===== src/rtl/rb_pkg.sv =====
package rb_pkg;

  typedef enum logic [1:0] {
    SLOT_FREE = 2'd0,
    SLOT_FILL = 2'd1,
    SLOT_FULL = 2'd2,
    SLOT_SEND = 2'd3
  } slot_st_t;

  // next index in a ring of n entries
  function automatic logic [31:0] ring_next(input logic [31:0] idx, input int unsigned n);
    return (idx + 32'd1 >= n) ? 32'd0 : idx + 32'd1;
  endfunction

endpackage


===== src/rtl/rb_slot.sv =====
module rb_slot
  import rb_pkg::*;
(
  input  logic     clk,
  input  logic     rst_n,
  input  logic     claim,
  input  logic     fill_end,
  input  logic     send_start,
  input  logic     send_end,
  output slot_st_t st
);

  always_ff @(posedge clk) begin
    if (!rst_n) begin
      st <= SLOT_FREE;
    end else begin
      unique case (st)
        SLOT_FREE: if (claim)      st <= SLOT_FILL;
        SLOT_FILL: if (fill_end)   st <= SLOT_FULL;
        SLOT_FULL: if (send_start) st <= SLOT_SEND;
        SLOT_SEND: if (send_end)   st <= SLOT_FREE;
        default:                   st <= SLOT_FREE;
      endcase
    end
  end

  AST_CLAIM_ONLY_FREE: assert property (@(posedge clk) disable iff (!rst_n)
    claim |-> st == SLOT_FREE);

  AST_RELEASE_ONLY_SENDING: assert property (@(posedge clk) disable iff (!rst_n)
    send_end |-> st == SLOT_SEND);

  AST_HELD_UNTIL_DONE: assert property (@(posedge clk) disable iff (!rst_n)
    (st != SLOT_FREE && !send_end) |=> st != SLOT_FREE);

endmodule


===== src/rtl/rb_rej_cnt.sv =====
module rb_rej_cnt #(
  parameter int W = 16
) (
  input  logic         clk,
  input  logic         rst_n,
  input  logic         inc,
  output logic [W-1:0] cnt
);

  localparam logic [W-1:0] CNT_MAX = '1;

  function automatic logic [W-1:0] sat_add1(input logic [W-1:0] v);
    return (v == CNT_MAX) ? v : v + W'(1);
  endfunction

  always_ff @(posedge clk) begin
    if (!rst_n)   cnt <= '0;
    else if (inc) cnt <= sat_add1(cnt);
  end

  AST_REJ_STEP: assert property (@(posedge clk) disable iff (!rst_n)
    (inc && cnt != CNT_MAX) |=> cnt == $past(cnt) + W'(1));

  AST_REJ_SATURATE: assert property (@(posedge clk) disable iff (!rst_n)
    (inc && cnt == CNT_MAX) |=> cnt == CNT_MAX);

  AST_REJ_HOLD: assert property (@(posedge clk) disable iff (!rst_n)
    !inc |=> $stable(cnt));

endmodule


===== src/rtl/readout_busy_ctrl.sv =====
module readout_busy_ctrl
  import rb_pkg::*;
#(
  parameter int NBUF  = 2,
  parameter int REJ_W = 16,
  localparam int IW   = (NBUF > 1) ? $clog2(NBUF) : 1
) (
  input  logic             clk,
  input  logic             rst_n,
  input  logic             gate,
  input  logic             rdout_done,
  input  logic             xfer_done,
  output logic             busy,
  output logic [IW-1:0]    rd_sel,
  output logic             xfer_req,
  output logic [IW-1:0]    xfer_sel,
  output logic [REJ_W-1:0] rej_count
);

  logic [IW-1:0] fill_ptr;
  logic [IW-1:0] send_ptr;
  logic          sending;
  slot_st_t      slot_st [NBUF];

  // named internal events
  logic accept_ev;
  logic reject_ev;
  logic reading;
  logic rd_end_ev;
  logic head_full;
  logic tx_start_ev;
  logic tx_end_ev;

  assign reading     = (slot_st[fill_ptr] == SLOT_FILL);
  assign busy        = (slot_st[fill_ptr] != SLOT_FREE);
  assign accept_ev   = gate & ~busy;
  assign reject_ev   = gate & busy;
  assign rd_end_ev   = rdout_done & reading;
  assign head_full   = (slot_st[send_ptr] == SLOT_FULL);
  assign tx_start_ev = ~sending & head_full;
  assign tx_end_ev   = xfer_done & sending;

  genvar g;
  generate
    for (g = 0; g < NBUF; g++) begin : g_slot
      logic at_fill;
      logic at_send;
      assign at_fill = (fill_ptr == IW'(g));
      assign at_send = (send_ptr == IW'(g));
      rb_slot u_slot (
        .clk        (clk),
        .rst_n      (rst_n),
        .claim      (accept_ev & at_fill),
        .fill_end   (rd_end_ev & at_fill),
        .send_start (tx_start_ev & at_send),
        .send_end   (tx_end_ev & at_send),
        .st         (slot_st[g])
      );
    end
  endgenerate

  always_ff @(posedge clk) begin
    if (!rst_n) begin
      fill_ptr <= '0;
      send_ptr <= '0;
      sending  <= 1'b0;
    end else begin
      if (rd_end_ev)
        fill_ptr <= IW'(ring_next(32'(fill_ptr), NBUF));
      if (tx_end_ev) begin
        send_ptr <= IW'(ring_next(32'(send_ptr), NBUF));
        sending  <= 1'b0;
      end else if (tx_start_ev) begin
        sending  <= 1'b1;
      end
    end
  end

  rb_rej_cnt #(.W(REJ_W)) u_rej (
    .clk   (clk),
    .rst_n (rst_n),
    .inc   (reject_ev),
    .cnt   (rej_count)
  );

  assign rd_sel   = fill_ptr;
  assign xfer_req = sending;
  assign xfer_sel = send_ptr;

  AST_GATE_MAKES_BUSY: assert property (@(posedge clk) disable iff (!rst_n)
    accept_ev |=> busy);

  AST_ROTATE_FILL: assert property (@(posedge clk) disable iff (!rst_n)
    rd_end_ev |=> rd_sel == IW'(ring_next(32'($past(rd_sel)), NBUF)));

  AST_GAP_AFTER_SEND: assert property (@(posedge clk) disable iff (!rst_n)
    tx_end_ev |=> !xfer_req);

  AST_BUSY_FALL_CAUSE: assert property (@(posedge clk) disable iff (!rst_n)
    $fell(busy) |-> ($past(rd_end_ev) || $past(tx_end_ev)));

  AST_REJECT_NO_FILL: assert property (@(posedge clk) disable iff (!rst_n)
    (reject_ev && !rd_end_ev) |=> rd_sel == $past(rd_sel));

endmodule


===== config.mk =====
export PLATFORM = sky130hd
export DESIGN_NAME = readout_busy_ctrl
export DESIGN_NICKNAME = d
export VERILOG_FILES = /design/src/rtl/rb_pkg.sv /design/src/rtl/rb_slot.sv /design/src/rtl/rb_rej_cnt.sv /design/src/rtl/readout_busy_ctrl.sv
export SDC_FILE = /design/constraint.sdc
export NUM_CORES = 1
export LEC_CHECK = 0
export BUFFER_PORTS_ARGS = -buffer_cell sky130_fd_sc_hd__buf_2
export CAP_MARGIN = 30
export CORE_MARGIN = 2
export CORE_UTILIZATION = 30
export CTS_CLUSTER_DIAMETER = 60
export DETAILED_ROUTE_END_ITERATION = 6
export GPL_TIMING_DRIVEN = 0
export MAX_ROUTING_LAYER = met4
export PLACE_DENSITY = 0.47
export REMOVE_ABC_BUFFERS = 1
export SYNTH_ARGS = -nofsm -noshare
export SYNTH_HDL_FRONTEND = slang
export SYNTH_SLANG_ARGS = --single-unit

===== constraint.sdc =====
create_clock -name clk -period 1.7 [get_ports clk]
set_clock_uncertainty 0.1 [all_clocks]
set_input_delay 0.085 -clock clk [delete_from_list [all_inputs] [get_ports clk]]
set_output_delay 0.085 -clock clk [all_outputs]
set_load 0.02 [all_outputs]

# [After elaboration in Yosys (flattened, before gate mapping)]
# Cells that the tools add are included.
[op_classes] n_addsub=3 magnitude_cmp=4 n_eq_ne=17 n_mux=18 bitwise=21 reduce_logical=7
[ops] op="$mux W2" count=14
[ops] op="$add A16 B1 Y16 const B" count=1
[ops] op="$eq A16 B16 Y1 const B" count=1
[ops] op="$ne A2 B1 Y1 const B" count=8
[ops] op="$pmux W2 S4" count=2
[ops] op="$and A1 B1 Y1" count=13
[ops] op="$eq A2 B2 Y1 const B" count=5
[ops] op="$ge A2 B2 Y1 const B" count=4
[ops] op="$reduce_and A4 Y1" count=2
[ops] op="$eq A2 B1 Y1 const B" count=3
[ops] op="$not A1 Y1" count=6
[ops] op="$add A1 B1 Y2 const B" count=2
[ops] op="$logic_not A2 Y1" count=2
[ops] op="$not A1 Y2" count=2
[ops] op="$mux W1" count=2
[ops] op="$reduce_and A2 Y1" count=1
[ops] op="$reduce_bool A2 Y1" count=1
[ops] op="$reduce_or A2 Y1" count=1
[word_totals] register_bits=23 output_inout_bits=20 wordCells=76

# [Depth between registers and ports, before layout]
[depth] word_depth=10 mapped_depth=6 mapped_depth_nobuf=5

# [Modules after synthesis]
# From an unflattened synthesis, not the netlist that was laid out.
[unflattened] hier_cells=161 area_unflattened_um2=1430.1
[modules_own_cells] module="rb_rej_cnt" instances=1 cells_each=95 area_per_inst_um2=808.3 seq_area_each_um2=320.3
[modules_own_cells] module="rb_slot" instances=2 cells_each=20 area_per_inst_um2=203.9 seq_area_each_um2=40.0
[modules_own_cells] module="readout_busy_ctrl" instances=1 cells_each=26 area_per_inst_um2=214.0 seq_area_each_um2=60.1

# [Least setup slack after synthesis]
# Ideal clock, no wire load.
[synth_timing] path_type="reg-to-reg" start="reg u_rej.cnt[0]" end="reg u_rej.cnt[14]" t_arrival_ns=1.732 t_required_ns=1.530 slack_ns=-0.202 path_stages_with_launch=6 period_less_slack_ns=1.902 path_cell_list="dfxtp_1 -> ha_1 -> and4_1 -> o211ai_1 -> or4_1 -> a21oi_1"
[synth_via] elab_chain_cells=3 word_cells_on_any_way=4 classes_between="add/sub: 1; eq/ne: 1; bitwise: 1; reduce/logical: 1"
[synth_lines] element="start, declared" line_no="rb_rej_cnt.sv:7" rtl="output logic [W-1:0] cnt"
[synth_lines] element="start signal, assigned" line_no="rb_rej_cnt.sv:18" rtl="else if (inc) cnt <= sat_add1(cnt);"
[synth_lines] element="parallel branches: the longest is 3 deep, another holds $add A16 B1 Y16"
# Several ways; the timed one is not identified.
# A chain may end at the register's enable or synchronous reset.

# [Final worst setup path]
[layout_timing] start="reg g_slot[0].u_slot.st[0]" end="reg g_slot[0].u_slot.st[1]"
[layout_via] elab_chain_cells=9 word_cells_on_any_way=26 classes_between="eq/ne: 9; mux: 7; bitwise: 7; reduce/logical: 3"
[layout_lines] element="start, declared" line_no="rb_slot.sv:10" rtl="output slot_st_t st"
[layout_lines] element="start signal, assigned" line_no="rb_slot.sv:15" rtl="st <= SLOT_FREE;"
[layout_lines] element="start signal, assigned" line_no="rb_slot.sv:18" rtl="SLOT_FREE: if (claim) st <= SLOT_FILL;"
[layout_lines] element="start signal, assigned" line_no="rb_slot.sv:19" rtl="SLOT_FILL: if (fill_end) st <= SLOT_FULL;"
[layout_lines] element="$mux W2 (implied by the code) (3 in a row)" line_no="readout_busy_ctrl.sv:34, readout_busy_ctrl.sv:35"
[layout_lines] element="$reduce_bool A2 Y1" line_no="readout_busy_ctrl.sv:35" rtl="assign busy = (slot_st[fill_ptr] != SLOT_FREE);"
[layout_lines] element="$not A1 Y1" line_no="readout_busy_ctrl.sv:36" rtl="assign accept_ev = gate & ~busy;"
[layout_lines] element="$and A1 B1 Y1" line_no="readout_busy_ctrl.sv:36"
[layout_lines] element="$and A1 B1 Y1" line_no="readout_busy_ctrl.sv:53" rtl=".claim (accept_ev & at_fill),"
[layout_lines] element="$ne A2 B1 Y1 (no source line)"
[layout_lines] element="$reduce_and A4 Y1 (no source line)"
# Several ways; a longest one is shown, not always the timed one. The select of a mux whose other input is x is not followed.

==> results by group <==
Status
  • Status: complete, but fails checks
  • Failing checks: negative setup slack

GRT
  • Global-route wire length before repair: 5710 µm
  • GRT overflow: 0
  • Largest net degree at the start of global routing: 27
  • Initial antenna violation count: 0
  • GR Util All Layers: 14.0%
  • Vias in the first global route: 1276

STA
  • Post-layout min period: 1.75 ns
  • Final Cycle Share: 103%
  • Slew Limit Headroom: 67.2%
  • RSZ-0062 raised after global routing: true
  • Endpoints failing setup: 1
  • Worst hold margin: 0.0345 ns
  • Achievable Freq: 571 MHz
  • Final hold violations: 0
  • Max-slew violation count: 0
  • Worst-Margin Slew: 0.490 ns
  • Final worst setup slack: -0.0515 ns

CTS
  • Number of buffers on the longest clock path: 2
  • Clk Latency, worst-skew pair: 0.26 ns
  • H-tree Lvls: 1
  • Total CTS buffers: 3
  • Total clock sinks: 23
  • Hold_buf cts: 0
  • TritonCTS clock tree: built
  • Clock-pin slew on the worst setup and hold paths: 0.08 ns
  • Root Driver: clkbuf_8

Worst setup path
  • Critical Path End Type: flip-flop
  • Crit path max fanout: 5
  • CP required: 1.79 ns
  • Max stage delay on crit path: 0.52 ns
  • Critical-path top delay cell: or4b_1
  • Worst path bufs/invs: 0
  • Critical path's top delay family: simple AND/OR/NAND/NOR gates
  • Critical Path Start Type: flip-flop
  • CP Class: flip-flop to flip-flop
  • Ordered cell list for the critical path: or4b_1 -> a22o_1 -> or3_1 -> a21oi_2
  • WP data arrival: 1.84 ns

Placement
  • RD Place Congestion: 0.772
  • Place WS: -0.629 ns
  • IO Port Bufs: 24
  • Post-DP HPWL: 2250 µm

Synth
  • Syn Inst Count: 160
  • Syn Area/Cell: 8.51 µm²
  • Synth Register Bits: 23
  • Synth cell types: 39
  • Synth warn: 0
  • Mapped cell area: 1360 µm²
  • Sequential area share after synthesis: 33.8%
  • Synth top area share: 33.8%
  • Leading area contributor after synthesis: dfxtp_1
  • Synth top area cells: dfxtp_1 34%, ha_1 8.3%, mux2i_1 5.1%

Drt
  • Via/cell ratio: 5.66
  • DRT Wirelength: 3730 µm
  • Via Count: 1399
  • DRC: 0
  • Initial DRC count: 64
  • ANT nets after route: 0
  • First-pass DRT Iterations: 4
  • WL/cell: 15.1 µm

Power
  • Seq pwr share: 41.2%
  • Pwr/cell area: 923 nW/µm²
  • Pwr Total: 1670 µW
  • Clock share of power: 20.5%
  • Maximum vdd drop: 553 µV
  • Pleak: 0.000666 µW
  • Int Power: 1030 µW
  • Switch share: 38.0%
  • Switching power: 635 µW
  • Combinational power share: 38.3%

Floorplanning
  • Die Ht: 71.4 µm
  • Row count: 24
  • Initial cell density of the core: 31.3%
  • Ports: 25
  • Core area: 4350 µm²
  • Die W: 71.4 µm
  • Full die area: 5090 µm²

Cells and area
  • Area delta synth->final: 32.7%
  • Final #Nets: 210
  • Layout cells sized above 1: 37.4%
  • N_diodes: 0
  • Most common cell after layout, fill and taps aside: buf_2
  • Most frequent cells in the layout: 24 x buf_2, 18 x nand2_1, 12 x dfxtp_2, 12 x buf_4, 10 x a21oi_1

Min path
  • Hold Crit Class: primary input to flip-flop

Job
  • Maxcap violations: 0
[Yosys cell counts]
cell / number
o21a_1: 1
a311oi_1: 1
a21oi_1: 11
or4b_1: 2
o211ai_1: 2
and4_1: 2
or4_1: 6
a221oi_1: 1
o21ai_1: 1
a22o_1: 2
buf_2: 2
or2_2: 1
or3_1: 4
nor4_1: 4
o311ai_0: 1
nand2_1: 18
buf_1: 1
nand2b_1: 7
o21ai_0: 4
nor4_2: 1
o31ai_1: 8
inv_1: 8
nand4_1: 5
nand3_1: 9
mux2i_1: 7
and3_1: 1
nor2_1: 3
nand4bb_1: 1
o41ai_1: 2
nor3_1: 2
dfxtp_1: 23
ha_1: 9
nand3b_1: 1
a22oi_1: 1
nor4b_1: 2
o21ba_2: 1
clkbuf_1: 3
o311a_1: 1
nand4b_1: 1
[path summary, 6_finish.rpt]
path                                             from                             endpoint  slack (ns)  cells past startpoint
setup / recovery  g_slot[0].u_slot.st[0]$_SDFFE_PN0P_  g_slot[0].u_slot.st[1]$_SDFFE_PN0P_       -0.05                      4
hold / removal                              xfer_done                xfer_req$_SDFFE_PP0N_        0.03                      4
setup reg to reg  g_slot[0].u_slot.st[0]$_SDFFE_PN0P_  g_slot[0].u_slot.st[1]$_SDFFE_PN0P_       -0.05                      4
hold reg to reg            u_rej.cnt[15]$_SDFFE_PN0P_           u_rej.cnt[15]$_SDFFE_PN0P_        0.40                      2
[through the flow]
step           std cells  utilization [%]  TNS, ns  area (µm²)
5_1_grt              247             41.5   -0.523        1810
3_5_place_dp         230             35.0    -6.71        1530
4_1_cts              242             39.6  -0.0852        1730
3_3_place_gp         230             34.9   -10.69        1520
6_report             247             41.5  -0.0515        1810
2_1_floorplan        154                -    -5.45        1340
[routing by layer]
metal / part of all wire [%] / track usage [%] / wire [µm] / up-vias
li1: - / - / - / 687
met1: 46 / 17.1 / 1720 / 675
met2: 48 / 23.3 / 1800 / 33
met3: 4.5 / 3.94 / 169 / 4
met4: 0.72 / 2.73 / 27 / 0
met5: 0 / - / 0 / -
[sequential cells by signal (all words and copies together) (netlist names)]
signal	count
u_rej.cnt	16
g_slot.u_slot.st	4
rd_sel	1
xfer_req	1
xfer_sel	1
[logic make-up after synthesis]
kind of cell | Yosys count | synth area share (%)
AND/OR/NAND/NOR | 70 | 30.2
AO/OA/AOI/OAI | 37 | 18.5
multiplexers | 7 | 5.15
buffers and inverters | 14 | 4.04
flip-flops | 23 | 33.8
adder cells (fa/ha/maj) | 9 | 8.27
[worst min-delay path, cell delays in order]
cell	delay [ns]
buf_2	0.11
nand2_1	0.07
nand2_1	0.06
nor2_1	0.03
[final cells by class]
type	instances	area (µm²)
fill	445	2550
multi-input combinational	124	966
sequential	23	490
timing repair buffer	36	210
tap	52	65.1
clock buffer	4	45.0
inverter	8	30.0
[power by group through the flow]
| stage | registers (µW) | clock network, µW | logic (µW) |
|---|---|---|---|
| after floorplan | 699 | 0 | 334 |
| after detailed placement | 694 | 0 | 495 |
| after global routing | 697 | 381 | 694 |
| after CTS | 681 | 365 | 558 |
| final | 688 | 342 | 638 |
| after global placement | 690 | 0 | 464 |
[repair_timing]
action	4_1_cts	5_1_grt
pin swaps	8	8
gates cloned	0	1
gates resized for setup	22	17
endpoints found under the setup margin	18	19
buffers inserted	8	7
(Power assumes the default switching activity.)
